<file path="src/rtl/tdm_rx_pkg.sv">
package tdm_rx_pkg;
  // width of slot-bit and sample-bit counts; slots are at most 2**(CW-1) bits
  localparam int CW = 6;
  // frame bit counter width, holds slots*slot_bits
  localparam int FW = 2 * CW;

  typedef enum logic [2:0] {
    SLOTS_2  = 3'd0,
    SLOTS_4  = 3'd1,
    SLOTS_8  = 3'd2,
    SLOTS_12 = 3'd3,
    SLOTS_16 = 3'd4,
    SLOTS_32 = 3'd5
  } slots_e;

  typedef struct packed {
    logic [2:0]    slots_sel;
    logic [CW-1:0] slot_bits;
    logic [CW-1:0] sample_bits;
    logic          sync_low;
    logic          samp_fall;
    logic          delay1;
    logic          rjust;
  } rx_cfg_t;

  function automatic logic [CW-1:0] slots_of(input logic [2:0] sel);
    case (sel)
      SLOTS_4:  slots_of = CW'(4);
      SLOTS_8:  slots_of = CW'(8);
      SLOTS_12: slots_of = CW'(12);
      SLOTS_16: slots_of = CW'(16);
      SLOTS_32: slots_of = CW'(32);
      default:  slots_of = CW'(2);
    endcase
  endfunction
endpackage

</file>
<file path="src/rtl/tdm_rx_sync.sv">
module tdm_rx_sync #(
  parameter int STAGES = 2
) (
  input  logic clk,
  input  logic rst_n,
  input  logic samp_fall,
  input  logic bclk,
  input  logic fsync,
  input  logic sdata,
  output logic fs_s,
  output logic sd_s,
  output logic samp_en
);
  localparam int LINES = 3;

  logic [LINES-1:0] raw;
  logic [LINES-1:0] tap;
  logic             bclk_d_q;

  assign raw = {bclk, fsync, sdata};

  if (STAGES == 1) begin : g_single
    logic [LINES-1:0] stg_q;
    always_ff @(posedge clk or negedge rst_n) begin
      if (!rst_n) stg_q <= '0;
      else        stg_q <= raw;
    end
    assign tap = stg_q;
  end else begin : g_chain
    logic [STAGES-1:0][LINES-1:0] stg_q;
    always_ff @(posedge clk or negedge rst_n) begin
      if (!rst_n) stg_q <= '0;
      else        stg_q <= {stg_q[STAGES-2:0], raw};
    end
    assign tap = stg_q[STAGES-1];
  end

  always_ff @(posedge clk or negedge rst_n) begin
    if (!rst_n) bclk_d_q <= 1'b0;
    else        bclk_d_q <= tap[2];
  end

  assign fs_s    = tap[1];
  assign sd_s    = tap[0];
  assign samp_en = samp_fall ? (bclk_d_q & ~tap[2]) : (~bclk_d_q & tap[2]);

  AST_EDGE_GAP: assert property (@(posedge clk) disable iff (!rst_n)
    samp_en |=> !samp_en);
endmodule

</file>
<file path="src/rtl/tdm_rx_frame.sv">
module tdm_rx_frame
  import tdm_rx_pkg::*;
(
  input  logic          clk,
  input  logic          rst_n,
  input  logic          samp_en,
  input  logic          fs_s,
  input  rx_cfg_t       cfg,
  output logic          bit_ev,
  output logic [CW-1:0] bit_idx,
  output logic [CW-1:0] slot_idx,
  output logic          frame_err
);
  logic          fs_prev_q, fs_prev_d;
  logic          dly_q, dly_d;
  logic          lock_q, lock_d;
  logic          err_q, err_d;
  logic [CW-1:0] bit_q, bit_d, slot_q, slot_d;
  logic [FW-1:0] frm_q, frm_d;
  logic [CW-1:0] nslots, cur_bit, cur_slot;
  logic [FW-1:0] frame_len;
  logic          fs_act, lead, start_now, active;

  always_comb begin
    nslots    = slots_of(cfg.slots_sel);
    frame_len = FW'(nslots) * FW'(cfg.slot_bits);
    fs_act    = fs_s ^ cfg.sync_low;
    lead      = fs_act & ~fs_prev_q;
    start_now = cfg.delay1 ? dly_q : lead;
    cur_bit   = start_now ? '0 : bit_q;
    cur_slot  = start_now ? '0 : slot_q;
    active    = (lock_q | start_now) & (cur_slot < nslots);

    fs_prev_d = fs_prev_q;
    dly_d     = dly_q;
    lock_d    = lock_q;
    err_d     = 1'b0;
    bit_d     = bit_q;
    slot_d    = slot_q;
    frm_d     = frm_q;
    if (samp_en) begin
      fs_prev_d = fs_act;
      dly_d     = lead;
      if (start_now) begin
        lock_d = 1'b1;
        err_d  = lock_q & (frm_q != frame_len);
        frm_d  = FW'(1);
      end else if (frm_q != '1) begin
        frm_d = frm_q + 1'b1;
      end
      if (active) begin
        if (cur_bit == cfg.slot_bits - 1'b1) begin
          bit_d  = '0;
          slot_d = cur_slot + 1'b1;
        end else begin
          bit_d  = cur_bit + 1'b1;
          slot_d = cur_slot;
        end
      end
    end
  end

  always_ff @(posedge clk or negedge rst_n) begin
    if (!rst_n) begin
      fs_prev_q <= 1'b0;
      dly_q     <= 1'b0;
      lock_q    <= 1'b0;
      err_q     <= 1'b0;
      bit_q     <= '0;
      slot_q    <= '0;
      frm_q     <= '0;
    end else begin
      err_q <= err_d;
      if (samp_en) begin
        fs_prev_q <= fs_prev_d;
        dly_q     <= dly_d;
        lock_q    <= lock_d;
        bit_q     <= bit_d;
        slot_q    <= slot_d;
        frm_q     <= frm_d;
      end
    end
  end

  assign bit_ev    = samp_en & active;
  assign bit_idx   = cur_bit;
  assign slot_idx  = cur_slot;
  assign frame_err = err_q;

  AST_ERR_AFTER_LOCK: assert property (@(posedge clk) disable iff (!rst_n)
    err_q |-> $past(lock_q));
  AST_NO_BITS_UNLOCKED: assert property (@(posedge clk) disable iff (!rst_n)
    (!lock_q && !dly_q && !lead) |-> !bit_ev);
endmodule

</file>
<file path="src/rtl/tdm_rx_slot.sv">
module tdm_rx_slot
  import tdm_rx_pkg::*;
#(
  parameter int OUT_W = 32
) (
  input  logic             clk,
  input  logic             rst_n,
  input  logic             bit_ev,
  input  logic [CW-1:0]    bit_idx,
  input  logic [CW-1:0]    slot_idx,
  input  logic             sd_s,
  input  logic [CW-1:0]    slot_bits,
  input  logic [CW-1:0]    sample_bits,
  input  logic             rjust,
  output logic             valid,
  output logic [4:0]       slot,
  output logic [OUT_W-1:0] data
);
  // shift register spans the longest slot; OUT_W must be at least SH_W
  localparam int SH_W = 1 << (CW - 1);
  localparam int IW   = $clog2(SH_W);

  logic [SH_W-1:0]  sh_q, sh_d;
  logic [CW-1:0]    win_lo;
  logic             in_win, last;
  logic             sign;
  logic [IW-1:0]    sign_idx;
  logic [OUT_W-1:0] ext;
  logic             valid_q;
  logic [4:0]       slot_q;
  logic [OUT_W-1:0] data_q;

  always_comb begin
    win_lo = rjust ? (slot_bits - sample_bits) : '0;
    in_win = (bit_idx >= win_lo) && (bit_idx < win_lo + sample_bits);
    sh_d   = sh_q;
    if (bit_ev && in_win) begin
      if (bit_idx == win_lo) sh_d = SH_W'(sd_s);
      else                   sh_d = {sh_q[SH_W-2:0], sd_s};
    end
    last     = bit_ev && (bit_idx == slot_bits - 1'b1);
    sign_idx = IW'(sample_bits - 1'b1);
    sign     = sh_d[sign_idx];
    ext      = {OUT_W{sign}};
    for (int i = 0; i < SH_W; i++) begin
      if (i < int'(sample_bits)) ext[i] = sh_d[i];
    end
  end

  always_ff @(posedge clk or negedge rst_n) begin
    if (!rst_n) begin
      sh_q    <= '0;
      valid_q <= 1'b0;
      slot_q  <= '0;
      data_q  <= '0;
    end else begin
      valid_q <= last;
      if (bit_ev) sh_q <= sh_d;
      if (last) begin
        slot_q <= slot_idx[4:0];
        data_q <= ext;
      end
    end
  end

  assign valid = valid_q;
  assign slot  = slot_q;
  assign data  = data_q;
endmodule

</file>
<file path="src/rtl/tdm_slot_rx.sv">
module tdm_slot_rx
  import tdm_rx_pkg::*;
#(
  parameter int OUT_W       = 32,
  parameter int SYNC_STAGES = 2
) (
  input  logic             clk,
  input  logic             rst_n,
  input  logic [2:0]       cfg_slots_sel,
  input  logic [5:0]       cfg_slot_bits,
  input  logic [5:0]       cfg_sample_bits,
  input  logic             cfg_sync_low,
  input  logic             cfg_sample_fall,
  input  logic             cfg_delay1,
  input  logic             cfg_right_just,
  input  logic             bclk_in,
  input  logic             fsync_in,
  input  logic             sdata_in,
  output logic             rx_valid,
  output logic [4:0]       rx_slot,
  output logic [OUT_W-1:0] rx_data,
  output logic             frame_err
);
  logic [1:0]    rst_q;
  logic          rst_ni;
  rx_cfg_t       cfg;
  logic          fs_s, sd_s, samp_en;
  logic          bit_ev;
  logic [CW-1:0] bit_idx, slot_idx;

  always_ff @(posedge clk or negedge rst_n) begin
    if (!rst_n) rst_q <= '0;
    else        rst_q <= {rst_q[0], 1'b1};
  end
  assign rst_ni = rst_q[1];

  always_comb begin
    cfg.slots_sel   = cfg_slots_sel;
    cfg.slot_bits   = CW'(cfg_slot_bits);
    cfg.sample_bits = CW'(cfg_sample_bits);
    cfg.sync_low    = cfg_sync_low;
    cfg.samp_fall   = cfg_sample_fall;
    cfg.delay1      = cfg_delay1;
    cfg.rjust       = cfg_right_just;
  end

  tdm_rx_sync #(.STAGES(SYNC_STAGES)) u_sync (
    .clk       (clk),
    .rst_n     (rst_ni),
    .samp_fall (cfg.samp_fall),
    .bclk      (bclk_in),
    .fsync     (fsync_in),
    .sdata     (sdata_in),
    .fs_s      (fs_s),
    .sd_s      (sd_s),
    .samp_en   (samp_en)
  );

  tdm_rx_frame u_frame (
    .clk       (clk),
    .rst_n     (rst_ni),
    .samp_en   (samp_en),
    .fs_s      (fs_s),
    .cfg       (cfg),
    .bit_ev    (bit_ev),
    .bit_idx   (bit_idx),
    .slot_idx  (slot_idx),
    .frame_err (frame_err)
  );

  tdm_rx_slot #(.OUT_W(OUT_W)) u_slot (
    .clk         (clk),
    .rst_n       (rst_ni),
    .bit_ev      (bit_ev),
    .bit_idx     (bit_idx),
    .slot_idx    (slot_idx),
    .sd_s        (sd_s),
    .slot_bits   (cfg.slot_bits),
    .sample_bits (cfg.sample_bits),
    .rjust       (cfg.rjust),
    .valid       (rx_valid),
    .slot        (rx_slot),
    .data        (rx_data)
  );

  AST_VALID_PULSE: assert property (@(posedge clk) disable iff (!rst_ni)
    rx_valid |=> !rx_valid);
  AST_SLOT_RANGE: assert property (@(posedge clk) disable iff (!rst_ni)
    rx_valid |-> ({1'b0, rx_slot} < slots_of(cfg_slots_sel)));
  AST_ERR_PULSE: assert property (@(posedge clk) disable iff (!rst_ni)
    frame_err |=> !frame_err);
endmodule

</file>
<file path="config.mk">
export PLATFORM = sky130hd
export DESIGN_NAME = tdm_slot_rx
export DESIGN_NICKNAME = d
export VERILOG_FILES = /design/src/rtl/tdm_rx_pkg.sv /design/src/rtl/tdm_rx_sync.sv /design/src/rtl/tdm_rx_frame.sv /design/src/rtl/tdm_rx_slot.sv /design/src/rtl/tdm_slot_rx.sv
export SDC_FILE = /design/constraint.sdc
export NUM_CORES = 1
export LEC_CHECK = 0
export BUFFER_PORTS_ARGS = -buffer_cell sky130_fd_sc_hd__buf_2
export CORE_MARGIN = 2
export CORE_UTILIZATION = 40
export CTS_BUF_LIST = sky130_fd_sc_hd__clkbuf_16
export DETAILED_ROUTE_END_ITERATION = 10
export PLACE_DENSITY_LB_ADDON = 0.05
export SYNTH_ARGS = -nofsm -noshare
export SYNTH_HDL_FRONTEND = slang
export SYNTH_SLANG_ARGS = --single-unit
</file>
<file path="constraint.sdc">
create_clock -name clk -period 3.4 [get_ports clk]
set_clock_uncertainty 0.2 [all_clocks]
set_input_delay 0.68 -clock clk [delete_from_list [all_inputs] [get_ports clk]]
set_output_delay 0.68 -clock clk [all_outputs]
set_load 0.005 [all_outputs]
</file>
==> flow_summary_export.csv, run 1 <==
group,metric,value,unit
final_layout,multi_input_area,5680,µm²
drt,vias,7617,
clocking,clockBufferDepth,2,
power,p_leak,5.43,nW
logic_synthesis,yosysUniqueCellTypes,73,
placement,place_area,9760,µm²
drt,avgRoutedWirePerCell,18.9,µm
logic_synthesis,synth_top_area_share,34.2,%
clocking,h-tree-depth,3,
drt,via_per_inst,5.54,
power,clock_power_share,25.0,%
drt,wl,26100,µm
power,total_power,5.02,mW
final_layout,diodes,0,
floorplanning,die_area,20700,µm²
outcome,failed_checks,"negative setup slack",
worst_setup_path,r2r_start,"u_sync.tap[1]$_DFF_PN0_",
worst_setup_path,critPathSlowestCell,"fa_2",
power,p_switching,1.80,mW
logic_synthesis,synth_edf_count,0,
clocking,cts_tree,"yes",
drt,antenna_left,0,
floorplanning,coreArea,19300,µm²
final_layout,final_cell_mix,"157 x buf_4, 106 x dfrtp_1, 68 x nand2_1",
logic_synthesis,synth_nets,968,
floorplanning,ios,63,
grt,antenna_found_initial,0,
final_layout,seqCellArea,2680,µm²
worst_setup_path,end_kind,"register",
logic_synthesis,ys_seq_area_share,34.2,%
logic_synthesis,synth.avg_cell_area,8.89,µm²
placement,gp_congestion,0.889,
final_layout,nNetsFinal,1194,
timing,grt_setup_unrepaired,"true",
clocking,cts_buffers,9,
grt,grt_pass1_vias,7700,
worst_setup_path,crit_buf_inv,6,
grt,grt_overflow,0,
logic_synthesis,synth_async_sr_flop_share,100,%
drt,remaining_drc_errors,0,
power,p_int,3.22,mW
worst_setup_path,crit_top_cell,"a21o_1",
floorplanning,die_w,144,µm
timing,slew_headroom,55.0,%
power,swShare,35.9,%
timing,fin_setup_tns,-99920,ps
power,power_frac_comb,43.9,%
outcome,run_status,"finished with violations",
grt,grt_max_degree,60,
timing,timing.final.ws_setup,-1950,ps
worst_setup_path,path_delay_family,"compound AO/OA/AOI/OAI gates",
worst_setup_path,setup.worst_path.class,"in -> reg",
logic_synthesis,ys_ff_latch,107,
logic_synthesis,ys.flop_type,"dfrtp_1",
floorplanning,initial_core_util,40.5,%
final_layout,syn_to_final_growth,46.8,%
clocking,cts_root_buf,"clkbuf_16",
worst_setup_path,worstPathMaxFanout,8,
final_layout,fin_area,11500,µm²
final_layout,num-fill-cells,1719,
timing,drv_slew,0,
drt,dr.pass1.iters,5,
drt,dr.first_iter.drc_count,573,
clocking,clk_latency,360,ps
clocking,cts.sinks,107,
power,peakVddDrop,0.282,mV
clocking,cts.clk_slew.worst_paths,80,ps
timing,fmax,0.187,GHz
timing,tightest_slew,674,ps
worst_setup_path,startpoint,"cfg_slot_bits[0]",
final_layout,final_common_cell,"buf_4",
logic_synthesis,syn_area,7820,µm²
worst_setup_path,setup.worst_path.start_class,"primary input",
logic_synthesis,yosysWarnings,0,
worst_setup_path,r2r_slack,-840,ps
worst_setup_path,cp.arrival,5420,ps
logic_synthesis,synthTopCellsByArea,"dfrtp_1 34%, ha_1 7.8%, nand2_1 4.8%",
placement,portBuffers,62,
power,seqPwrFrac,31.1,%
grt,track_usage,25.5,%
worst_setup_path,crit_required,3470,ps
worst_setup_path,cpPeakStageDelay,520,ps
logic_synthesis,synth.largest_area_cell,"dfrtp_1",
flow_run,drv_cap,0,
timing,fin_crit_sh,157,%
timing,post-route-min-period,5350,ps
timing,setup_violations,65,
power,p_per_area,437,nW/µm²
grt,grt_pass1_wl,41100,µm
timing,hold_viol_final,0,
final_layout,drive_above_1_share,39.5,%
placement,hpwl,18300,µm
logic_synthesis,synth_cells,880,
floorplanning,die_h,144,µm
worst_hold_path,hold_class,"reg -> async",
floorplanning,rows,51,
[cells in the mapped netlist, types with 12 or more instances]
library cell  count
and2_1           46
ha_1             49
o21ai_0          38
a21oi_1          33
nor2b_1          12
xnor2_1          34
nor2_1           51
a31oi_1          28
xor2_1           17
nand2_1          99
fa_1             15
nand3_1          38
a21o_1           17
dfrtp_1         107
clkbuf_1         38
inv_1            49
mux2i_1          14
o31ai_1          42
[per-stage QoR]
| stage | setup WS [ps] | utilization (%) | std cells | hold slack, ps |
|---|---|---|---|---|
| after floorplan | -2010 | - | 880 | 131 |
| after global placement | -2260 | 50.5 | 1321 | 135 |
| after detailed placement | -2370 | 50.5 | 1321 | 142 |
| after CTS | -1870 | 56.3 | 1367 | 159 |
| after global routing | -2160 | 59.4 | 1376 | 171 |
| final | -1950 | 59.4 | 1376 | 155 |
[registers in the layout (all words and copies together), names as in the netlist, 2 cells and up]
signal                cells
u_sync.tap                3
u_slot.data              32
u_frame.frm_q            12
u_slot.slot               5
u_frame.slot_q            6
u_slot.sh_q              32
u_frame.bit_q             6
rst_q                     2
u_sync.g_chain.stg_q      3
[worst reg2reg max path: cells and delay by family, from the launching register on]
| family | cells | cell delay (ps) |
|---|---|---|
| AND/OR/NAND/NOR | 4 | 970 |
| adder cells (fa/ha/maj) | 1 | 290 |
| buffers and inverters | 5 | 730 |
| flip-flops | 1 | 440 |
| AO/OA/AOI/OAI | 5 | 1330 |
| XOR/XNOR | 1 | 180 |
[repair_timing]
action	4_1_cts	5_1_grt
gates cloned	4	3
resized for setup	115	109
hold buffers	1	0
hold endpoints to repair	2	0
pin swaps	36	63
setup endpoints to repair	65	71
buffers inserted	25	11
[routing by layer]
metal  up-vias  routed length [µm]  GRT usage, %
met1      3792               12800          38.8
met5         -                   0             0
li1       3586                   -             -
met4         0                 352          6.50
met2       209               11600          38.4
met3        30                1290          2.83
[kinds of logic after synthesis]
| group | share of synthesized area [%] |
|---|---|
| and+or+nand+nor | 19.7 |
| AOI/OAI and AO/OA | 19.1 |
| DFF | 34.2 |
| buffers and inverters | 5.20 |
| adders and majority gates | 11.7 |
| xor gates and xnor gates | 6.00 |
| muxes | 4.09 |
| other | 0.0479 |
[final timing paths]
kind	to	cells after the start
hold / removal	u_slot.slot[4]$_DFFE_PN0P_	0
max in group asynchronous	u_slot.sh_q[18]$_DFFE_PN0P_	1
min in group clk	rst_q[1]$_DFF_PN0_	0
hold reg to reg	u_slot.slot[4]$_DFFE_PN0P_	0
setup reg to reg	u_slot.data[27]$_DFFE_PN0P_	16
setup / recovery	u_slot.data[27]$_DFFE_PN0P_	25
[power by group through the flow]
stage	logic (mW)	clock network, mW	registers, mW
after floorplan	1.04	0	1.55
after global placement	1.70	0	1.56
after detailed placement	1.74	0	1.57
after CTS	2.00	1.29	1.55
after global routing	2.40	1.33	1.58
final	2.20	1.26	1.56
[cell type report]
cell class | count | area share [%]
timing repair buffer | 264 | 19.4
clock buffer | 9 | 1.96
sequential | 107 | 23.4
tap | 265 | 2.89
multi-input combinational | 672 | 49.4
inverter | 52 | 1.82
clock inverter | 7 | 1.16
Power figures use the tool's default switching activity.
==> run 2: changes to the inputs <==
--- a/config.mk
+++ b/config.mk
@@ -6,7 +6,7 @@
 export NUM_CORES = 1
 export LEC_CHECK = 0
 export BUFFER_PORTS_ARGS = -buffer_cell sky130_fd_sc_hd__buf_2
-export CORE_MARGIN = 2
+export CORE_MARGIN = 8
 export CORE_UTILIZATION = 40
 export CTS_BUF_LIST = sky130_fd_sc_hd__clkbuf_16
 export DETAILED_ROUTE_END_ITERATION = 10
==> constraint.sdc (replaced) <==
create_clock -name clk -period 4.9 [get_ports clk]
set_clock_uncertainty 0.2 [all_clocks]
set_input_delay 0.98 -clock clk [delete_from_list [all_inputs] [get_ports clk]]
set_output_delay 0.98 -clock clk [all_outputs]
set_load 0.005 [all_outputs]
==> flow_summary_export.csv, run 2 (synthesis gave the netlist of run 1 again) <==
group,metric,value,unit
clocking,hold_buffers,0,
power,p_per_area,308,nW/µm²
grt,grt_pass1_wl,39400,µm
timing,fin_crit_sh,113,%
placement,place_area,9140,µm²
worst_hold_path,hold_start,"u_sync.g_chain.stg_q[1]$_DFF_PN0_",
timing,grt_setup_unrepaired,"true",
clocking,clockBufferDepth,2,
placement,portBuffers,62,
grt,grt_pass1_vias,7370,
timing,fmax,0.180,GHz
timing,hold_slack,154,ps
worst_setup_path,crit_required,4920,ps
flow_run,drv_cap,0,
drt,vias,7111,
power,clock_power_share,24.6,%
clocking,clk_latency,360,ps
worst_setup_path,setup.worst_path.class,"in -> reg",
outcome,run_status,"finished with violations",
timing,hold_viol_final,0,
final_layout,diodes,0,
grt,antenna_found_initial,0,
worst_setup_path,worstPathMaxFanout,8,
final_layout,multi_input_area,4980,µm²
grt,grt_overflow,0,
floorplanning,ios,63,
grt,track_usage,20.6,%
floorplanning,rows,51,
final_layout,seqCellArea,2680,µm²
power,swShare,37.9,%
timing,post-route-min-period,5550,ps
floorplanning,initial_core_util,40.5,%
worst_hold_path,hold_end,"u_sync.tap[1]$_DFF_PN0_",
drt,remaining_drc_errors,0,
power,seqPwrFrac,36.5,%
final_layout,num-fill-cells,1837,
timing,tightest_slew,1020,ps
clocking,cts.clk_slew.worst_paths,80,ps
timing,slew_headroom,32.3,%
worst_setup_path,worstRegToRegCells,14,
worst_setup_path,r2r_slack,360,ps
clocking,cts_buffers,9,
floorplanning,die_area,24300,µm²
worst_hold_path,whs_path_depth,0,
drt,antenna_left,0,
power,p_switching,1.14,mW
clocking,h-tree-depth,3,
timing,drv_slew,0,
outcome,failed_checks,"negative setup slack",
power,peakVddDrop,0.165,mV
worst_setup_path,r2r-end,"u_slot.data[4]$_DFFE_PN0P_",
power,power_frac_comb,38.9,%
worst_setup_path,end_kind,"register",
worst_hold_path,hold_class,"reg -> reg",
final_layout,final_cell_mix,"107 x buf_4, 106 x dfrtp_1, 98 x nand2_1",
drt,via_per_inst,5.51,
drt,wl,24200,µm
clocking,cts.sinks,107,
worst_setup_path,r2r_start,"u_sync.tap[1]$_DFF_PN0_",
final_layout,drive_above_1_share,25.4,%
grt,grt_max_degree,78,
timing,setup_violations,32,
clocking,cts_root_buf,"clkbuf_16",
placement,hpwl,18300,µm
placement,gp_congestion,0.908,
final_layout,nNetsFinal,1109,
worst_setup_path,setup.worst_path.start_class,"primary input",
floorplanning,die_w,156,µm
timing,timing.final.ws_setup,-653,ps
final_layout,fin_area,9750,µm²
floorplanning,die_h,156,µm
timing,fin_setup_tns,-19270,ps
worst_setup_path,cp.arrival,5570,ps
clocking,cts_tree,"yes",
power,p_leak,4.73,nW
floorplanning,coreArea,19300,µm²
drt,avgRoutedWirePerCell,18.8,µm
final_layout,syn_to_final_growth,24.7,%
drt,dr.first_iter.drc_count,489,
power,p_int,1.86,mW
final_layout,final_common_cell,"buf_4",
drt,dr.pass1.iters,5,
run 2: changes by cell type in the layout (fill, tap and decap cells not counted), moves of 6 or more:
cell,previous run,this run
buf_6,26,6
buf_12,11,3
o31ai_4,16,3
o31ai_1,11,31
buf_4,157,107
inv_1,41,47
o21ai_4,10,0
nand2_1,68,98
o31ai_2,15,8
nand2_2,15,2
nand3_2,6,0
o21ai_1,1,10
nand2_4,18,1
nand3_1,31,38
run 2: worst max-delay path: stages:
cell and delay (ps):
buf_8 80, clkinvlp_4 90, ha_4 170, fa_1 500, nand2b_4 130, inv_4 40
ha_4 190, a21o_1 160, a21o_1 160, a21o_1 170, a21oi_2 130, xor2_1 180
xnor2_1 140, ha_1 280, a21oi_2 120, o21ai_1 70, a41o_1 260, or3_4 380
a2111o_1 410, a31o_1 200, a221oi_4 330, buf_6 170, buf_8 140, o41ai_4 60
run 2: worst max path at each step:
stage          slack [ps]                           to             start
6_report             -650   u_slot.data[4]$_DFFE_PN0P_  cfg_slot_bits[0]
5_1_grt              -830   u_slot.data[4]$_DFFE_PN0P_  cfg_slot_bits[0]
4_1_cts              -640   u_slot.data[4]$_DFFE_PN0P_  cfg_slot_bits[0]
3_5_place_dp        -1100   u_slot.data[4]$_DFFE_PN0P_  cfg_slot_bits[0]
3_3_place_gp        -1040   u_slot.data[4]$_DFFE_PN0P_  cfg_slot_bits[0]
2_1_floorplan        -810  u_slot.data[13]$_DFFE_PN0P_  cfg_slot_bits[0]
run 2: metal layers:
layer	vias up	global-route usage, %	wire length [µm]
met1	3453	28.7	11500
met4	0	6.93	505
met5	-	0	0
met3	35	3.66	1460
met2	216	31.5	10700
li1	3407	-	-
run 2: stage by stage:
stage / util, % / total power, mW / setup slack (ps) / cells
3_3_place_gp: 47.2 / 2.16 / -1040 / 1264
4_1_cts: 49.5 / 2.95 / -641 / 1286
2_1_floorplan: - / 1.77 / -813 / 880
5_1_grt: 50.4 / 3.20 / -833 / 1291
6_report: 50.4 / 3.00 / -653 / 1291
3_5_place_dp: 47.2 / 2.18 / -1100 / 1264
run 2: cell type report:
cell class | count | area share (%)
Clock buffer | 9 | 2.31
Clock inverter | 7 | 0.680
Inverter | 52 | 2.07
Multi-Input combinational cell | 672 | 51.1
Sequential cell | 107 | 27.5
Tap cell | 265 | 3.40
Timing Repair Buffer | 179 | 13.0
run 2: power groups by stage:
stage,combinational [mW],clock (mW),sequential (mW)
2_1_floorplan,0.697,0,1.07
3_3_place_gp,1.05,0,1.11
3_5_place_dp,1.07,0,1.11
4_1_cts,1.10,0.758,1.10
5_1_grt,1.30,0.788,1.11
6_report,1.17,0.739,1.10
run 2: what timing repair did:
action / 4_1_cts / 5_1_grt
cloned: 1 / 0
pin swaps: 4 / 8
hold endpoints to repair: 0 / 0
setup buffers: 5 / 5
endpoints found under the setup margin: 39 / 64
resized for setup: 20 / 36
==> run 3: changes to the inputs <==
--- a/config.mk
+++ b/config.mk
@@ -6,7 +6,7 @@
 export NUM_CORES = 1
 export LEC_CHECK = 0
 export BUFFER_PORTS_ARGS = -buffer_cell sky130_fd_sc_hd__buf_2
-export CORE_MARGIN = 8
+export CORE_MARGIN = 2
 export CORE_UTILIZATION = 40
 export CTS_BUF_LIST = sky130_fd_sc_hd__clkbuf_16
 export DETAILED_ROUTE_END_ITERATION = 10
==> flow_summary_export.csv, run 3 (synthesis gave the netlist of run 1 again) <==
group,metric,value,unit
floorplanning,die_h,144,µm
final_layout,num-fill-cells,1885,
clocking,clockBufferDepth,2,
timing,post-route-min-period,5660,ps
final_layout,final_common_cell,"dfrtp_1",
clocking,h-tree-depth,3,
timing,drv_slew,0,
flow_run,drv_cap,0,
clocking,hold_buffers,0,
drt,via_per_inst,5.57,
grt,antenna_found_initial,0,
power,p_per_area,310,nW/µm²
grt,grt_max_degree,70,
final_layout,final_cell_mix,"106 x dfrtp_1, 101 x buf_4, 94 x nand2_1",
grt,grt_pass1_vias,7270,
worst_setup_path,end_kind,"register",
final_layout,final_util,51.2,%
worst_setup_path,cpPeakStageDelay,520,ps
timing,fin_setup_tns,-24180,ps
placement,gp_congestion,0.895,
timing,grt_setup_unrepaired,"true",
worst_setup_path,setup.worst_path.class,"in -> reg",
grt,grt_overflow,0,
power,p_leak,4.79,nW
drt,antenna_left,0,
floorplanning,die_area,20700,µm²
final_layout,stdcell_count,1291,
worst_setup_path,cp.arrival,5670,ps
outcome,failed_checks,"negative setup slack",
clocking,cts.clk_slew.worst_paths,80,ps
floorplanning,initial_core_util,40.5,%
worst_setup_path,crit_required,4910,ps
floorplanning,coreArea,19300,µm²
final_layout,diodes,0,
timing,hold_viol_final,0,
timing,fin_crit_sh,116,%
floorplanning,rows,51,
power,peakVddDrop,0.173,mV
drt,vias,7197,
final_layout,syn_to_final_growth,26.5,%
grt,grt_pass1_wl,39300,µm
worst_setup_path,crit_top_cell,"a21o_1",
drt,dr.first_iter.drc_count,556,
timing,fmax,0.177,GHz
grt,track_usage,24.5,%
worst_hold_path,hold_class,"reg -> reg",
timing,hold_slack,154,ps
final_layout,seqCellArea,2680,µm²
final_layout,drive_above_1_share,27.0,%
drt,dr.pass1.iters,5,
timing,tightest_slew,913,ps
floorplanning,ios,63,
clocking,clk_latency,350,ps
floorplanning,die_w,144,µm
placement,portBuffers,62,
clocking,cts_buffers,9,
clocking,cts_tree,"yes",
drt,wl,24500,µm
timing,slew_headroom,38.9,%
placement,hpwl,17900,µm
clocking,cts.sinks,107,
placement,dp_cells,1259,
worst_setup_path,worstPathMaxFanout,8,
worst_setup_path,critPathSlowestCell,"fa_2",
final_layout,nNetsFinal,1109,
timing,setup_violations,44,
worst_setup_path,setup.worst_path.start_class,"primary input",
outcome,run_status,"finished with violations",
final_layout,multi_input_area,5060,µm²
timing,timing.final.ws_setup,-763,ps
drt,remaining_drc_errors,0,
clocking,cts_root_buf,"clkbuf_16",
drt,avgRoutedWirePerCell,19.0,µm
[run 3: through the flow]
| step | power, mW | setup slack (ps) | instance area, µm² |
|---|---|---|---|
| after floorplan | 1.77 | -813 | 7930 |
| after global placement | 2.18 | -1070 | 9100 |
| after detailed placement | 2.21 | -1120 | 9100 |
| after CTS | 3.02 | -671 | 9680 |
| after global routing | 3.26 | -853 | 9890 |
| final | 3.06 | -763 | 9890 |
[run 3: power breakdown]
group / internal (mW) / switching, mW / leakage (nW)
clock: 0.358 / 0.368 / 0.140
sequential: 0.979 / 0.120 / 1.43
combinational: 0.577 / 0.662 / 3.21
total: 1.92 / 1.15 / 4.79
[run 3: timing repair]
item,in CTS,in global routing
setup buffers,10,3
gates resized for setup,41,42
endpoints found under the setup margin,47,65
cloned,3,0
hold endpoints to repair,0,0
pin swaps,18,15
[run 3: metal layers]
metal / up-vias / track usage, % / wire length, µm
li1: 3413 / - / -
met1: 3551 / 35.5 / 11700
met2: 219 / 39.0 / 11200
met3: 14 / 4.10 / 1370
met4: 0 / 4.85 / 221
met5: - / 0 / 0
[run 3: path summary, 6_finish.rpt]
check	from	end	slack (ps)	cells past startpoint
setup / recovery	cfg_slot_bits[0]	u_slot.data[4]$_DFFE_PN0P_	-760	25
hold reg to reg	u_sync.g_chain.stg_q[0]$_DFF_PN0_	u_sync.tap[0]$_DFF_PN0_	150	0
setup reg to reg	u_sync.tap[1]$_DFF_PN0_	u_slot.data[4]$_DFFE_PN0P_	410	16
max in group asynchronous	rst_q[1]$_DFF_PN0_	u_slot.data[18]$_DFFE_PN0P_	3140	1
min in group asynchronous	rst_n	rst_q[1]$_DFF_PN0_	190	1
hold / removal	u_sync.g_chain.stg_q[0]$_DFF_PN0_	u_sync.tap[0]$_DFF_PN0_	150	0
[run 3: area by class of cell]
| cell class | instances | share of cell area (%) |
|---|---|---|
| multi-input combinational | 672 | 51.2 |
| clock inverter | 7 | 0.683 |
| tap | 265 | 3.35 |
| sequential | 107 | 27.1 |
| inverter | 52 | 2.04 |
| timing repair buffer | 179 | 13.4 |
| clock buffer | 9 | 2.28 |
[run 3: critical path: cells and delay by family]
kind,cells,cell delay (ps)
and+or+nand+nor,2,500
buffers and inverters,6,670
AOI/OAI and AO/OA,10,1710
xor gates and xnor gates,2,300
muxes,1,280
adders and majority gates,4,1220
